<file path="src/rtl/pv_pkg.sv">
package pv_pkg;

   typedef enum logic [2:0] {
      S_IDLE,
      S_PSET,
      S_PULSE,
      S_PREAD,
      S_VSET,
      S_VREAD,
      S_DONE
   } seq_state_e;

   function automatic int unsigned cnt_width(input int unsigned max_val);
      return (max_val < 1) ? 1 : $clog2(max_val + 1);
   endfunction

endpackage

</file>
<file path="src/rtl/pv_timer.sv">
module pv_timer #(
   parameter int unsigned TW = 4
) (
   input  logic          clk_i,
   input  logic          rst_ni,
   input  logic          load_i,
   input  logic [TW-1:0] val_i,
   output logic          zero_o
);

   logic [TW-1:0] cnt_q;

   always_ff @(posedge clk_i or negedge rst_ni) begin
      if (!rst_ni)              cnt_q <= '0;
      else if (load_i)          cnt_q <= val_i;
      else if (cnt_q != '0)     cnt_q <= cnt_q - 1'b1;
   end

   assign zero_o = (cnt_q == '0);

   generate
      if (TW < 1) begin : g_bad_tw
         $error("pv_timer: TW must be at least 1");
      end
   endgenerate

   // a running interval is never cut short by a reload
   AST_TMR_RELOAD_AT_ZERO: assert property (@(posedge clk_i) disable iff (!rst_ni)
      load_i |-> zero_o);

endmodule

</file>
<file path="src/rtl/pv_addr_walk.sv">
module pv_addr_walk #(
   parameter int unsigned AW = 17
) (
   input  logic          clk_i,
   input  logic          rst_ni,
   input  logic          start_i,
   input  logic [AW-1:0] lo_i,
   input  logic [AW-1:0] hi_i,
   input  logic          rewind_i,
   input  logic          step_i,
   output logic [AW-1:0] addr_o,
   output logic          last_o
);

   logic [AW-1:0] lo_q, hi_q, addr_q;

   always_ff @(posedge clk_i or negedge rst_ni) begin
      if (!rst_ni) begin
         lo_q   <= '0;
         hi_q   <= '0;
         addr_q <= '0;
      end else if (start_i) begin
         lo_q   <= lo_i;
         hi_q   <= hi_i;
         addr_q <= lo_i;
      end else if (rewind_i) begin
         addr_q <= lo_q;
      end else if (step_i) begin
         addr_q <= addr_q + 1'b1;
      end
   end

   assign addr_o = addr_q;
   assign last_o = (addr_q == hi_q);

   generate
      if (AW < 1) begin : g_bad_aw
         $error("pv_addr_walk: AW must be at least 1");
      end
   endgenerate

   AST_WALK_NO_WRAP: assert property (@(posedge clk_i) disable iff (!rst_ni)
      step_i |-> !last_o);

   AST_WALK_ONE_CMD: assert property (@(posedge clk_i) disable iff (!rst_ni)
      $countones({start_i, rewind_i, step_i}) <= 1);

endmodule

</file>
<file path="src/rtl/pv_retry_cnt.sv">
module pv_retry_cnt #(
   parameter int unsigned MAX_PULSES = 25
) (
   input  logic clk_i,
   input  logic rst_ni,
   input  logic clr_i,
   input  logic inc_i,
   output logic at_max_o
);

   localparam int unsigned RW = pv_pkg::cnt_width(MAX_PULSES);
   localparam logic [RW-1:0] LIMIT = RW'(MAX_PULSES);

   logic [RW-1:0] cnt_q;

   always_ff @(posedge clk_i or negedge rst_ni) begin
      if (!rst_ni)       cnt_q <= '0;
      else if (clr_i)    cnt_q <= '0;
      else if (inc_i)    cnt_q <= cnt_q + 1'b1;
   end

   assign at_max_o = (cnt_q == LIMIT);

   generate
      if (MAX_PULSES < 1) begin : g_bad_max
         $error("pv_retry_cnt: MAX_PULSES must be at least 1");
      end
   endgenerate

   // the sequencer never asks for a pulse beyond the limit
   AST_RETRY_BOUND: assert property (@(posedge clk_i) disable iff (!rst_ni)
      inc_i |-> !at_max_o);

   AST_RETRY_EXCL: assert property (@(posedge clk_i) disable iff (!rst_ni)
      !(inc_i && clr_i));

endmodule

</file>
<file path="src/rtl/pv_prog_seq.sv">
module pv_prog_seq
   import pv_pkg::*;
#(
   parameter int unsigned AW         = 17,
   parameter int unsigned DW         = 8,
   parameter int unsigned PULSE_CYC  = 5000,
   parameter int unsigned READ_CYC   = 2,
   parameter int unsigned MAX_PULSES = 25
) (
   input  logic          clk_i,
   input  logic          rst_ni,
   input  logic          start_i,
   input  logic [AW-1:0] lo_addr_i,
   input  logic [AW-1:0] hi_addr_i,
   output logic [AW-1:0] addr_o,
   input  logic [DW-1:0] src_byte_i,
   output logic [DW-1:0] wr_byte_o,
   input  logic [DW-1:0] rd_byte_i,
   output logic          ce_no,
   output logic          oe_no,
   output logic          pgm_no,
   output logic          hv_en_o,
   output logic          done_o,
   output logic          pass_o,
   output logic          err_o
);

   localparam int unsigned TMAX = (PULSE_CYC > READ_CYC) ? PULSE_CYC : READ_CYC;
   localparam int unsigned TW   = cnt_width(TMAX);
   localparam logic [TW-1:0] PULSE_LD = TW'(PULSE_CYC - 1);
   localparam logic [TW-1:0] READ_LD  = TW'(READ_CYC - 1);

   generate
      if (PULSE_CYC < 1) begin : g_bad_pulse
         $error("pv_prog_seq: PULSE_CYC must be at least 1");
      end
      if (READ_CYC < 1) begin : g_bad_read
         $error("pv_prog_seq: READ_CYC must be at least 1");
      end
      if (DW < 1) begin : g_bad_dw
         $error("pv_prog_seq: DW must be at least 1");
      end
   endgenerate

   seq_state_e    st_q, st_d;
   logic          hv_q, pass_q, err_q, vfail_q;
   logic          tmr_load, tmr_zero;
   logic [TW-1:0] tmr_val;
   logic          walk_start, walk_rewind, walk_step, walk_last;
   logic          rt_clr, rt_inc, rt_max;
   logic          byte_ok;

   assign byte_ok = (rd_byte_i == src_byte_i);

   pv_timer #(.TW(TW)) u_timer (
      .clk_i  (clk_i),
      .rst_ni (rst_ni),
      .load_i (tmr_load),
      .val_i  (tmr_val),
      .zero_o (tmr_zero)
   );

   pv_addr_walk #(.AW(AW)) u_walk (
      .clk_i    (clk_i),
      .rst_ni   (rst_ni),
      .start_i  (walk_start),
      .lo_i     (lo_addr_i),
      .hi_i     (hi_addr_i),
      .rewind_i (walk_rewind),
      .step_i   (walk_step),
      .addr_o   (addr_o),
      .last_o   (walk_last)
   );

   pv_retry_cnt #(.MAX_PULSES(MAX_PULSES)) u_retry (
      .clk_i    (clk_i),
      .rst_ni   (rst_ni),
      .clr_i    (rt_clr),
      .inc_i    (rt_inc),
      .at_max_o (rt_max)
   );

   always_comb begin
      st_d        = st_q;
      tmr_load    = 1'b0;
      tmr_val     = READ_LD;
      walk_start  = 1'b0;
      walk_rewind = 1'b0;
      walk_step   = 1'b0;
      rt_clr      = 1'b0;
      rt_inc      = 1'b0;
      case (st_q)
         S_IDLE: begin
            if (start_i) begin
               st_d       = S_PSET;
               walk_start = 1'b1;
               rt_clr     = 1'b1;
            end
         end
         S_PSET: begin
            st_d     = S_PULSE;
            tmr_load = 1'b1;
            tmr_val  = PULSE_LD;
         end
         S_PULSE: begin
            if (tmr_zero) begin
               st_d     = S_PREAD;
               tmr_load = 1'b1;
               rt_inc   = 1'b1;
            end
         end
         S_PREAD: begin
            if (tmr_zero) begin
               if (byte_ok) begin
                  if (walk_last) begin
                     st_d        = S_VSET;
                     walk_rewind = 1'b1;
                  end else begin
                     st_d      = S_PSET;
                     walk_step = 1'b1;
                     rt_clr    = 1'b1;
                  end
               end else if (rt_max) begin
                  st_d = S_DONE;
               end else begin
                  st_d = S_PSET;
               end
            end
         end
         S_VSET: begin
            st_d     = S_VREAD;
            tmr_load = 1'b1;
         end
         S_VREAD: begin
            if (tmr_zero) begin
               if (walk_last) begin
                  st_d = S_DONE;
               end else begin
                  st_d      = S_VSET;
                  walk_step = 1'b1;
               end
            end
         end
         S_DONE:  st_d = S_IDLE;
         default: st_d = S_IDLE;
      endcase
   end

   always_ff @(posedge clk_i or negedge rst_ni) begin
      if (!rst_ni) begin
         st_q    <= S_IDLE;
         hv_q    <= 1'b0;
         pass_q  <= 1'b0;
         err_q   <= 1'b0;
         vfail_q <= 1'b0;
      end else begin
         st_q <= st_d;
         case (st_q)
            S_IDLE: begin
               if (start_i) begin
                  hv_q    <= 1'b1;
                  pass_q  <= 1'b0;
                  err_q   <= 1'b0;
                  vfail_q <= 1'b0;
               end
            end
            S_PREAD: begin
               if (tmr_zero) begin
                  if (byte_ok && walk_last) begin
                     hv_q <= 1'b0;
                  end else if (!byte_ok && rt_max) begin
                     hv_q  <= 1'b0;
                     err_q <= 1'b1;
                  end
               end
            end
            S_VREAD: begin
               if (tmr_zero) begin
                  if (!byte_ok)  vfail_q <= 1'b1;
                  if (walk_last) pass_q  <= !(vfail_q || !byte_ok);
               end
            end
            default: ;
         endcase
      end
   end

   assign ce_no     = !(st_q inside {S_PSET, S_PULSE, S_PREAD, S_VSET, S_VREAD});
   assign oe_no     = !(st_q inside {S_PREAD, S_VREAD});
   assign pgm_no    = (st_q != S_PULSE);
   assign wr_byte_o = src_byte_i;
   assign hv_en_o   = hv_q;
   assign done_o    = (st_q == S_DONE);
   assign pass_o    = pass_q;
   assign err_o     = err_q;

   AST_STROBE_EXCL: assert property (@(posedge clk_i) disable iff (!rst_ni)
      !(!pgm_no && !oe_no));

   AST_PGM_QUALIFIED: assert property (@(posedge clk_i) disable iff (!rst_ni)
      !pgm_no |-> (!ce_no && hv_en_o));

   AST_PGM_ADDR_HOLD: assert property (@(posedge clk_i) disable iff (!rst_ni)
      (!pgm_no && $past(!pgm_no)) |-> $stable(addr_o));

   AST_DONE_PULSE: assert property (@(posedge clk_i) disable iff (!rst_ni)
      done_o |=> !done_o);

   AST_RESULT_EXCL: assert property (@(posedge clk_i) disable iff (!rst_ni)
      !(pass_o && err_o));

   AST_DONE_HV_LOW: assert property (@(posedge clk_i) disable iff (!rst_ni)
      done_o |-> !hv_en_o);

   AST_RESULT_HOLD: assert property (@(posedge clk_i) disable iff (!rst_ni)
      (ce_no && !done_o && !$past(done_o) && !start_i) |=> ($stable(pass_o) && $stable(err_o)));

endmodule

</file>
<file path="config.mk">
export PLATFORM = sky130hd
export DESIGN_NAME = pv_prog_seq
export DESIGN_NICKNAME = d
export VERILOG_FILES = /design/src/rtl/pv_pkg.sv /design/src/rtl/pv_timer.sv /design/src/rtl/pv_addr_walk.sv /design/src/rtl/pv_retry_cnt.sv /design/src/rtl/pv_prog_seq.sv
export SDC_FILE = /design/constraint.sdc
export NUM_CORES = 1
export LEC_CHECK = 0
export CORE_MARGIN = 5
export CORE_UTILIZATION = 41
export DETAILED_ROUTE_END_ITERATION = 6
export DONT_BUFFER_PORTS = 1
export PLACE_DENSITY = 0.61
export SYNTH_ARGS = -nofsm -noshare
export SYNTH_HDL_FRONTEND = slang
export SYNTH_SLANG_ARGS = --single-unit
</file>
<file path="constraint.sdc">
create_clock -name clk_i -period 2.28 [get_ports clk_i]
set_clock_uncertainty 0.05 [all_clocks]
set_input_delay 0.114 -clock clk_i [delete_from_list [all_inputs] [get_ports clk_i]]
set_output_delay 0.114 -clock clk_i [all_outputs]
set_load 0.03 [all_outputs]
</file>
==> results.md, run 1 <==
* Worst EP required at 2.47 ns
* DR vias/cell at 5.34
* Hold EP: u_walk.lo_q[4]
* H-tree depth at 3
* Startpoint Class: flop
* EDFF count, synth at 0
* Post-route ant nets at 0
* DR WL/cell at 16.9 um
* Final non-filler cell total at 724
* Failing checks: negative setup slack
* Detail Placement HPWL at 8.62 mm
* Ys Warns at 0
* Outcome: finished with violations
* Area growth from synthesis to layout at 36.3%
* Pwr Density at 934 nW/um^2
* Register-to-Register Path Depth at 10
* Root Driver: clkbuf_8
* Fin nets at 641
* Worst-Margin Slew at 0.469 ns
* Final GP Congestion at 0.842
* Rel. slew slack at 68.6%
* Cells after synthesis at 478
* Crit share post-route at 108%
* Vias in the first global route at 3979
* Largest net degree at the start of global routing at 77
* Worst VDD drop at 0.516 mV
* DRC at 0
* Max stage delay cell, worst path: or4b_4
* Crit-path cells: inv_2, ha_4, or4b_4, nor4_4, and3_4, and3_4, buf_12, mux2_4, nor2_4, o21ai_1
* CP Capture Type: flop
* # port buffers at 0
* Gate power share at 37.7%
* RSZ-0062 raised after global routing: yes
* Initial DRC count at 254
* GRT Total Usage at 19.9%
* CTS Buf Count at 9
* Most frequent cells in the layout: nand2_1, dfrtp_1, buf_4
* Power Internal at 3.49 mW
* Net Sw Power at 1.91 mW
* Endpoints failing setup at 17
* Syn avg cell area at 8.87 sq um
* CTS max path bufs at 2
* Clock latency on the worst-skew pair at 0.35 ns
* Pins over their slew limit at 0
* CP most frequent cell: and3_4
* Crit Path Class: flop to flop
* Syn Nets at 536
* CTS tree: yes
* Register area share after synthesis at 44.9%
* WHS Path Cells at 2
* Die ar. at 12500 sq um
* Detailed Routing Iterations Pass 1 at 4
* Antenna cells at 0
* # clock sinks at 76
* Part of the power in registers at 39.9%
* CP Max Fanout at 8
* Congestion Overflow GR at 0
* Hold Vio Cnt, Final at 0
* Clk pwr share at 22.4%
* Critical Path AT at 2.65 ns
* Post-layout instance area at 5780 sq um
* Die Wd at 112 um
* Placed cell count at 662
* Async SR Flop Fraction at 100%
* Post-synth cell types at 54
* Die Y at 112 um
* Final WS setup at -0.177 ns
* Placeable Area at 10200 sq um
* Post-route setup TNS at -1.91 ns
* Hold_sp: lo_addr_i[4]
* First-pass GRT wire length at 20.0 mm
* Layout cells sized above 1 at 24.3%
* WL final at 12.3 mm
* Fin crit period at 2.46 ns
* Initial antenna violation count at 0
* Maxcap violations at 0
* Routed via count at 3863
* R2R Path Start: u_timer.cnt_q[0]
* Sw frac at 35.4%
* P_leak at 2.62 nW
* Max Fclk at 0.407 GHz
* Num rows at 37
* #FFs+latches synth at 76
* Clock input transition at the sequential cells of the worst setup and hold paths at 0.08 ns
* Post-DP Area at 4890 sq um
* Synthesized area at 4240 sq um
* Initial Utilization at 41.6%
* Dominant synthesized flop cell: dfrtp_1
* Hold Crit Class: input port to flop
* Ports at 85
* Flop-to-flop setup slack at -0.18 ns
* Worst R2R End: u_walk.addr_o[1]
* Largest stage delay, worst path at 0.48 ns
* Most common cell after layout, fill and taps aside: nand2_1
## cell type report
class / instances / area, sq um
Inverter: 12 / 45.0
Sequential cell: 76 / 1900
Timing Repair Buffer: 120 / 1130
Multi-Input combinational cell: 364 / 2300
Clock inverter: 4 / 70.1
Tap cell: 136 / 170
Fill cell: 888 / 4410
Clock buffer: 12 / 165
## per-layer routing
metal	GRT usage [%]	share of wire, %	vias up
li1	-	-	1863
met1	24.5	43	1896
met2	33.7	49	88
met3	5.27	5.4	16
met4	6.97	1.7	0
met5	0	0	-
## sequential cells by signal, summed over array words and instances, names as in the netlist, 3 cells and up
name	count
u_walk.hi_q	17
u_retry.cnt_q	5
u_walk.addr_o	17
st_q	3
u_walk.lo_q	17
u_timer.cnt_q	13
## critical path: cells and delay by family, from the launching register on
| family | cells | cell delay, ns |
|---|---|---|
| DFF | 1 | 0.40 |
| buffers and inverters | 2 | 0.22 |
| AOI/OAI and AO/OA | 1 | 0.06 |
| adders and majority gates | 1 | 0.13 |
| muxes | 1 | 0.31 |
| and+or+nand+nor | 5 | 1.16 |
## synth_stat cells (all sizes together) (3+ instances only)
cell type / n / area (sq um)
nand2: 100 / 375
dfrtp: 76 / 1900
nor2: 42 / 158
a21oi: 25 / 125
xnor2: 24 / 210
xor2: 19 / 166
o21ai: 18 / 93.8
buf: 14 / 98.8
nor3: 14 / 70.1
a21o: 12 / 90.1
clkbuf: 12 / 45.0
inv: 12 / 45.0
nand3: 11 / 55.1
and2: 10 / 62.6
nor4: 10 / 77.6
nand4: 8 / 50.1
a211oi: 7 / 67.6
o31ai: 6 / 45.0
ha: 5 / 62.6
nor4b: 5 / 43.8
a31oi: 4 / 25.0
and3: 4 / 30.0
o22a: 4 / 35.0
a22o: 3 / 26.3
mux2: 3 / 33.8
nand4b: 3 / 26.3
o22ai: 3 / 25.0
o2bb2ai: 3 / 26.3
or3: 3 / 18.8
## worst max path at each step
| stage | startpoint | endpoint | slack [ns] | depth (start not counted) |
|---|---|---|---|---|
| global route | u_timer.cnt_q[0] | u_walk.addr_o[1] | -0.27 | 10 |
| detailed placement | u_timer.cnt_q[0] | u_walk.addr_o[3] | -0.20 | 10 |
| floorplan | u_timer.cnt_q[0] | u_walk.addr_o[9] | -0.11 | 11 |
| CTS | u_timer.cnt_q[0] | u_walk.addr_o[1] | -0.17 | 10 |
| finish | u_timer.cnt_q[0] | u_walk.addr_o[1] | -0.18 | 10 |
| global placement | u_timer.cnt_q[0] | u_walk.addr_o[1] | -0.19 | 10 |
## timing repair
item                                    in CTS  in global routing
hold endpoints to repair                   113                  0
pin swaps                                   19                 15
endpoints found under the setup margin      17                 22
gates cloned                                 1                  0
buffers inserted                             4                 11
hold buffers                                33                  0
resized for setup                           30                 25
## through the flow
| step | hold WS (ns) | power (mW) | utilization [%] | worst slack [ns] |
|---|---|---|---|---|
| finish | 0.0267 | 5.40 | 56.7 | -0.177 |
| global route | 0.0347 | 5.76 | 56.7 | -0.273 |
| CTS | 0.0135 | 5.38 | 55.5 | -0.169 |
| detailed placement | -0.228 | 4.02 | 48.0 | -0.200 |
| global placement | -0.228 | 3.95 | 48.0 | -0.192 |
| floorplan | -0.232 | 3.34 | - | -0.112 |
## kinds of logic after synthesis
group                    Yosys count  share of synthesized area (%)
AO/OA/AOI/OAI                     95                           15.2
XOR/XNOR                          43                           8.88
adder cells (fa/ha/maj)            5                           1.48
buffers and inverters             38                           4.46
flip-flops                        76                           44.9
multiplexers                       4                           1.03
AND/OR/NAND/NOR                  217                           24.1
## power by group through the flow
stage | clock network (mW) | registers (mW) | logic (mW)
CTS | 1.24 | 2.14 | 2.00
finish | 1.21 | 2.15 | 2.04
global placement | 0 | 2.14 | 1.81
global route | 1.30 | 2.20 | 2.26
floorplan | 0 | 2.29 | 1.05
detailed placement | 0 | 2.16 | 1.85
(Power assumes the default switching activity.)
==> run 2: changes to the inputs <==
--- a/config.mk
+++ b/config.mk
@@ -7,9 +7,11 @@
 export LEC_CHECK = 0
 export CORE_MARGIN = 5
 export CORE_UTILIZATION = 41
+export CTS_CLUSTER_SIZE = 40
 export DETAILED_ROUTE_END_ITERATION = 6
 export DONT_BUFFER_PORTS = 1
 export PLACE_DENSITY = 0.61
+export SETUP_SLACK_MARGIN = 0.4
 export SYNTH_ARGS = -nofsm -noshare
 export SYNTH_HDL_FRONTEND = slang
 export SYNTH_SLANG_ARGS = --single-unit
==> run 2 against run 1 <==
The flow finishes with violations (negative hold slack, negative setup slack). Die area is the same. Register-to-register slack gained 0.02 ns. Fmax grew 0.79%. Clock-buffer cell count shrank 2. Sequential share of layout area shrank 0.62 points. Combinational power grew 7%. Via count grew 2.3%. First-iteration DRC count shrank 33%. Clock power shrank 4%. Critical path depth is the same. Largest power group is now combinational cells.
==> results.md, run 2 (same netlist as run 1, synthesis figures left out) <==
* Outcome: finished with violations
* Failing checks: negative hold slack, negative setup slack
* Critical Path AT at 2.64 ns (about the same)
* Clock input transition at the sequential cells of the worst setup and hold paths at 0.09 ns (about the same)
* Pins over their slew limit at 0 (unchanged)
* CP Max Fanout at 6 (-2)
* Hold Crit Class: input port to async pin
* Register-to-Register Path Depth at 10 (unchanged)
* Endpoints failing setup at 16 (-1)
* Placeable Area at 10200 sq um (unchanged)
* Die Y at 112 um (unchanged)
* Antenna cells at 0 (unchanged)
* GRT Total Usage at 20.0% (+0.14 points)
* Worst VDD drop at 0.664 mV (+29%)
* Die ar. at 12500 sq um (unchanged)
* Post-DP Area at 4920 sq um (+0.59%)
* Hold Vio Cnt, Final at 76 (+76)
* Ports at 85 (unchanged)
* FF/Latch Area at 1920 sq um (+0.79%)
* RSZ-0062 raised after global routing: yes
* Layout fillers at 930 (+4.7%)
* WL final at 12.8 mm (+4.0%)
* Flop-to-flop setup slack at -0.16 ns (+0.02 ns)
* Num rows at 37 (unchanged)
* CTS max path bufs at 2 (unchanged)
* Sw frac at 35.9% (+0.45 points)
* Pwr Density at 925 nW/um^2 (-1.0%)
* CP Capture Type: flop
* R2R Path Start: u_timer.cnt_q[0]
* CTS Hold Bufs at 30 (-9.1%)
* Congestion Overflow GR at 0 (unchanged)
* P_leak at 2.66 nW (+1.8%)
* Root Driver: clkbuf_8
* Initial antenna violation count at 0 (unchanged)
* Gate power share at 39.9% (+2.2 points)
* Initial Utilization at 41.6% (unchanged)
* Largest net degree at the start of global routing at 77 (unchanged)
* Part of the power in registers at 39.0% (-0.9 points)
* Net Sw Power at 1.97 mW (+3.0%)
* Crit Path Class: flop to flop
* Clk pwr share at 21.1% (-1.3 points)
* Most frequent cells in the layout: nand2_1, buf_4, dfrtp_1
* Power Internal at 3.52 mW (+1.0%)
* Startpoint Class: flop
* Initial DRC count at 171 (-33%)
* Routed via count at 3953 (+2.3%)
* Multi-input logic area at 2370 sq um (+3.4%)
* Rel. slew slack at 70.9% (+2.2 points)
* # port buffers at 0 (unchanged)
* DR WL/cell at 17.2 um (+1.5%)
* H-tree depth at 3 (unchanged)
* Area growth from synthesis to layout at 40.0%
* Worst EP required at 2.48 ns (about the same)
* Detailed Routing Iterations Pass 1 at 5 (+1)
* Post-route ant nets at 0 (unchanged)
* Final Total Pwr at 5.49 mW (+1.7%)
* Worst R2R End: u_walk.addr_o[1]
* Vias in the first global route at 4034 (+1.4%)
* Max Fclk at 0.410 GHz (+0.79%)
* Layout cells sized above 1 at 30.4% (+6.0 points)
* DR vias/cell at 5.33 (-0.15%)
* First-pass GRT wire length at 20.1 mm (+0.38%)
* Post-layout instance area at 5940 sq um (+2.7%)
* Post-route setup TNS at -1.78 ns (+0.137 ns)
* Fin nets at 659 (+2.8%)
* DRC at 0 (unchanged)
* CTS tree: yes
* Worst-Margin Slew at 0.435 ns (-0.0333 ns)
* Final GP Congestion at 0.884 (+4.9%)
* # clock sinks at 76 (unchanged)
* Maxcap violations at 0 (unchanged)
* Detail Placement HPWL at 8.45 mm (-1.9%)
* CTS Buf Count at 9 (unchanged)
* Hold Worst Slack at -0.601 ns (-0.628 ns)
* Final WS setup at -0.158 ns (+0.0193 ns)
* Fin crit period at 2.44 ns (-0.0193 ns)
* Most common cell after layout, fill and taps aside: nand2_1
* Clock latency on the worst-skew pair at 0.35 ns (about the same)
* Crit share post-route at 107% (-0.85 points)
* Die Wd at 112 um (unchanged)
[run 2: changes by cell type in the layout (fill, tap and decap cells not counted), moves of 3 or more]
cell and delta:
dfrtp_1 -12, clkbuf_8 -3, buf_12 -3, dfrtp_2 +12, buf_4 +23
[run 2: critical path: stages (launching register included)]
cell and delay [ns]:
dfrtp_1 0.39, inv_2 0.09, ha_4 0.13, or4b_4 0.49, nor4_4 0.16, and3_4 0.23, and3_4 0.20, buf_6 0.13
mux2_4 0.30, nor2_1 0.08, o21ai_1 0.07
[run 2: metrics by stage]
step / cells / setup slack (ns) / util [%]
2_1_floorplan: 478 / -0.102 / -
3_3_place_gp: 663 / -0.165 / 48.3
3_5_place_dp: 663 / -0.210 / 48.3
4_1_cts: 727 / -0.150 / 56.3
5_1_grt: 742 / -0.251 / 58.3
6_report: 742 / -0.158 / 58.3
[run 2: layout make-up]
cell class | count | share of cell area, %
multi-input combinational | 364 | 40.0
sequential | 76 | 32.3
timing repair buffer | 138 | 20.4
tap | 136 | 2.87
clock buffer | 10 | 2.15
clock inverter | 6 | 1.50
inverter | 12 | 0.759
[run 2: how the worst max path moves through the flow]
| stage | slack [ns] | start | cells after the start | end |
|---|---|---|---|---|
| 6_report | -0.16 | u_timer.cnt_q[0] | 10 | u_walk.addr_o[1] |
| 5_1_grt | -0.25 | u_timer.cnt_q[1] | 11 | u_walk.addr_o[5] |
| 4_1_cts | -0.15 | u_timer.cnt_q[0] | 10 | u_walk.addr_o[12] |
| 3_5_place_dp | -0.21 | u_timer.cnt_q[1] | 10 | u_walk.addr_o[12] |
| 3_3_place_gp | -0.17 | u_timer.cnt_q[0] | 10 | u_walk.addr_o[1] |
| 2_1_floorplan | -0.10 | u_timer.cnt_q[0] | 11 | u_walk.addr_o[9] |
[run 2: power groups by stage]
| stage | sequential, mW | clock [mW] | combinational, mW |
|---|---|---|---|
| 3_5_place_dp | 2.15 | 0 | 1.93 |
| 5_1_grt | 2.20 | 1.24 | 2.43 |
| 6_report | 2.14 | 1.16 | 2.19 |
| 4_1_cts | 2.14 | 1.17 | 2.11 |
| 3_3_place_gp | 2.13 | 0 | 1.90 |
| 2_1_floorplan | 2.30 | 0 | 1.07 |
[run 2: layer usage]
layer,vias up,global-route usage (%),wire [um]
li1,1894,-,-
met1,1930,24.5,5310
met2,112,34.3,6380
met3,17,5.82,876
met4,0,6.00,184
met5,-,0,0
[run 2: repair_timing]
item / CTS / global route
endpoints found under the setup margin: 41 / 50
pin swaps: 25 / 7
endpoints found under the hold margin: 112 / 76
buffers inserted: 17 / 14
cloned: 1 / 1
resized for setup: 43 / 15
==> run 3: changes to the inputs <==
--- a/config.mk
+++ b/config.mk
@@ -14,4 +14,5 @@
 export SETUP_SLACK_MARGIN = 0.4
 export SYNTH_ARGS = -nofsm -noshare
 export SYNTH_HDL_FRONTEND = slang
+export SYNTH_HIERARCHICAL = 1
 export SYNTH_SLANG_ARGS = --single-unit
==> run 3 against run 2 <==
Fmax decreased by 1.9%. Synthesized area increased by 4.5%. The run still ends with negative hold slack, negative setup slack left. Final area increased by 3.0%. Non-clock buffer count decreased by 13. Critical endpoint is now u_walk/addr_o[8].
==> results.md, run 3 <==
* Outcome: finished with violations
* Failing checks: negative hold slack, negative setup slack
* Fin crit period at 2.48 ns (+0.0465 ns)
* P_leak at 2.55 nW (-4.2%)
* Initial DRC count at 233 (+36%)
* Post-synth cell types at 65 (+20%)
* R2R Path Start: u_timer/cnt_q[0]
* Yosys top cell area share at 42.9% (-2.0 points)
* DR WL/cell at 17.1 um (-0.67%)
* Vias in the first global route at 3901 (-3.3%)
* Flop-to-flop setup slack at -0.20 ns (-0.05 ns)
* Final Total Pwr at 6.52 mW (+19%)
* CTS Hold Bufs at 34 (+13%)
* Hold Crit Class: input port to async pin
* Crit Path Class: flop to flop
* CP Capture Type: flop
* #FFs+latches synth at 76 (unchanged)
* Register-to-Register Path Depth at 13 (+3)
* Area growth from synthesis to layout at 37.9%
* Clock latency on the worst-skew pair at 0.35 ns (about the same)
* Critical Path AT at 2.71 ns (+0.07 ns)
* WL final at 12.1 mm (-5.1%)
* Met3 usage in global routing at 4.03% (-1.8 points)
* Root Driver: clkbuf_8
* Rel. slew slack at 63.2% (-7.7 points)
* Fin nets at 622 (-5.6%)
* Global-route track usage on met1 at 23.6% (-0.88 points)
* Crit share post-route at 109% (+2.0 points)
* # port buffers at 0 (unchanged)
* Worst VDD drop at 0.593 mV (-11%)
* RSZ-0062 raised after global routing: yes
* GR Util met2 at 32.5% (-1.8 points)
* DRC at 0 (unchanged)
* Final WS setup at -0.205 ns (-0.0465 ns)
* Synthesized area at 4430 sq um (+4.5%)
* Largest net degree at the start of global routing at 77 (unchanged)
* CP Max Fanout at 7 (+1)
* Placeable Area at 10700 sq um (+5.0%)
* Congestion Overflow GR at 0 (unchanged)
* Startpoint Class: flop
* Hold Vio Cnt, Final at 76 (unchanged)
* Most frequent cells in the layout: dfrtp_1, buf_4, nand2_1
* Cells after synthesis at 457 (-4.4%)
* Syn avg cell area at 9.70 sq um (+9.3%)
* Num rows at 38 (+2.7%)
* Top Usage Layer GRT: met2
* Layout cells sized above 1 at 36.6% (+6.2 points)
* DR vias/cell at 5.38 (+1.0%)
* Worst-Margin Slew at 0.550 ns (+0.115 ns)
* Worst EP required at 2.50 ns (+0.02 ns)
* Dominant cells by area after synthesis: dfrtp_1, mux2_2, xnor2_1
* CTS Buf Count at 9 (unchanged)
* CTS tree: yes
* Async SR Flop Fraction at 100% (unchanged)
* Clock input transition at the sequential cells of the worst setup and hold paths at 0.09 ns (about the same)
* EDFF count, synth at 0 (unchanged)
* Most common cell after layout, fill and taps aside: dfrtp_1
* Maxcap violations at 0 (unchanged)
* Detail Placement HPWL at 8.47 mm (+0.16%)
* Final non-filler cell total at 709 (-4.4%)
* Post-DP Area at 5060 sq um (+2.9%)
* Initial antenna violation count at 0 (unchanged)
* Synth top cells by count: dfrtp_1, nand2_1, mux2_2
* Register area share after synthesis at 42.9% (-2.0 points)
* Most frequent cell after synthesis: dfrtp_1
* Die Wd at 114 um (+2.0%)
* Pins over their slew limit at 0 (unchanged)
* Detailed Routing Iterations Pass 1 at 4 (-1)
* Die Y at 114 um (+2.0%)
* Antenna cells at 0 (unchanged)
* Dominant synthesized flop cell: dfrtp_1
* Initial Utilization at 41.4% (-0.19 points)
* Ports at 85 (unchanged)
* Area leader, netlist: dfrtp_1
* Post-route ant nets at 0 (unchanged)
* Pwr Density at 1070 nW/um^2 (+15%)
* Placed cell count at 636 (-4.1%)
* Final GP Congestion at 0.812 (-8.1%)
* # clock sinks at 76 (unchanged)
* Die ar. at 13000 sq um (+4.1%)
* Ys Warns at 6 (+6)
* Max Fclk at 0.402 GHz (-1.9%)
* Post-layout instance area at 6110 sq um (+3.0%)
* Worst R2R End: u_walk/addr_o[8]
* H-tree depth at 3 (unchanged)
* GRT Total Usage at 18.7% (-1.4 points)
* Hold Worst Slack at -0.599 ns (+0.00203 ns)
* CTS max path bufs at 2 (unchanged)
* Endpoints failing setup at 28 (+12)
* First-pass GRT wire length at 19.4 mm (-3.5%)
* Routed via count at 3815 (-3.5%)
-- run 3: cell count changes in the layout (fill, tap and decap cells not counted), moves of 7 or more --
cell / delta
a21o_1: -10
and2_1: -8
buf_4: -23
buf_6: +9
conb_1: +7
mux2_2: +29
nand2_1: -60
nor2_1: -22
o21ai_0: +7
-- run 3: timing repair --
action	CTS	global route
hold endpoints to repair	121	76
gates resized for setup	50	33
gates cloned	0	1
buffers inserted	16	6
pin swaps	14	15
setup endpoints to repair	39	42
-- run 3: kinds of logic after synthesis --
group / count (synthesis) / synth area share (%)
AOI/OAI and AO/OA: 94 / 14.1
xor gates and xnor gates: 40 / 7.91
adders and majority gates: 5 / 1.41
buffers and inverters: 51 / 5.14
DFF: 76 / 42.9
muxes: 34 / 8.78
other: 2 / 0.169
and+or+nand+nor: 155 / 19.6
-- run 3: worst max-delay path by stage --
stage | startpoint | end | slack (ns) | depth (start not counted)
floorplan | u_timer/cnt_q[3] | u_walk/addr_o[8] | -0.32 | 13
global placement | u_walk/addr_o[7] | u_walk/addr_o[13] | -0.36 | 11
detailed placement | u_walk/addr_o[1] | u_walk/addr_o[13] | -0.35 | 11
CTS | u_walk/addr_o[9] | u_walk/addr_o[3] | -0.19 | 11
global route | u_timer/cnt_q[0] | u_walk/addr_o[3] | -0.36 | 13
finish | u_timer/cnt_q[0] | u_walk/addr_o[8] | -0.20 | 13
-- run 3: worst max-delay path, stage by stage, from the launching register on --
cell       delay [ns]
dfrtp_1          0.39
inv_2            0.09
ha_4             0.13
nor3b_2          0.15
nand4b_1         0.17
inv_2            0.12
and4b_1          0.25
inv_2            0.07
nor3_4           0.23
nor2b_4          0.18
buf_6            0.13
a22oi_1          0.10
a21oi_1          0.18
a2bb2oi_1        0.16
-- run 3: power breakdown --
group,total (mW),internal (mW),switching [mW]
registers,2.42,1.94,0.486
clock network,1.09,0.525,0.562
logic,3.01,1.46,1.55
-- run 3: metal layers --
| metal | up-vias | part of all wire (%) | routed length, um |
|---|---|---|---|
| li1 | 1834 | - | - |
| met1 | 1863 | 42 | 5020 |
| met2 | 104 | 51 | 6190 |
| met3 | 14 | 6.1 | 743 |
| met4 | 0 | 1.2 | 144 |
| met5 | - | 0 | 0 |
-- run 3: cell type report --
type	count	area, sq um
Timing Repair Buffer	125	1140
Sequential cell	76	1910
Clock buffer	9	124
Multi-Input combinational cell	335	2620
Inverter	17	63.8
Tap cell	140	175
Fill cell	922	4590
Clock inverter	7	82.6
-- run 3: per-stage QoR --
step | TNS (ns) | hold WS [ns] | setup slack (ns) | utilization (%)
after global placement | -4.69 | -0.227 | -0.361 | 47.3
after detailed placement | -4.77 | -0.227 | -0.348 | 47.3
after floorplan | -4.55 | -0.232 | -0.319 | -
after CTS | -2.57 | -0.620 | -0.191 | 55.3
after global routing | -6.84 | -0.628 | -0.364 | 57.1
final | -2.74 | -0.599 | -0.205 | 57.1
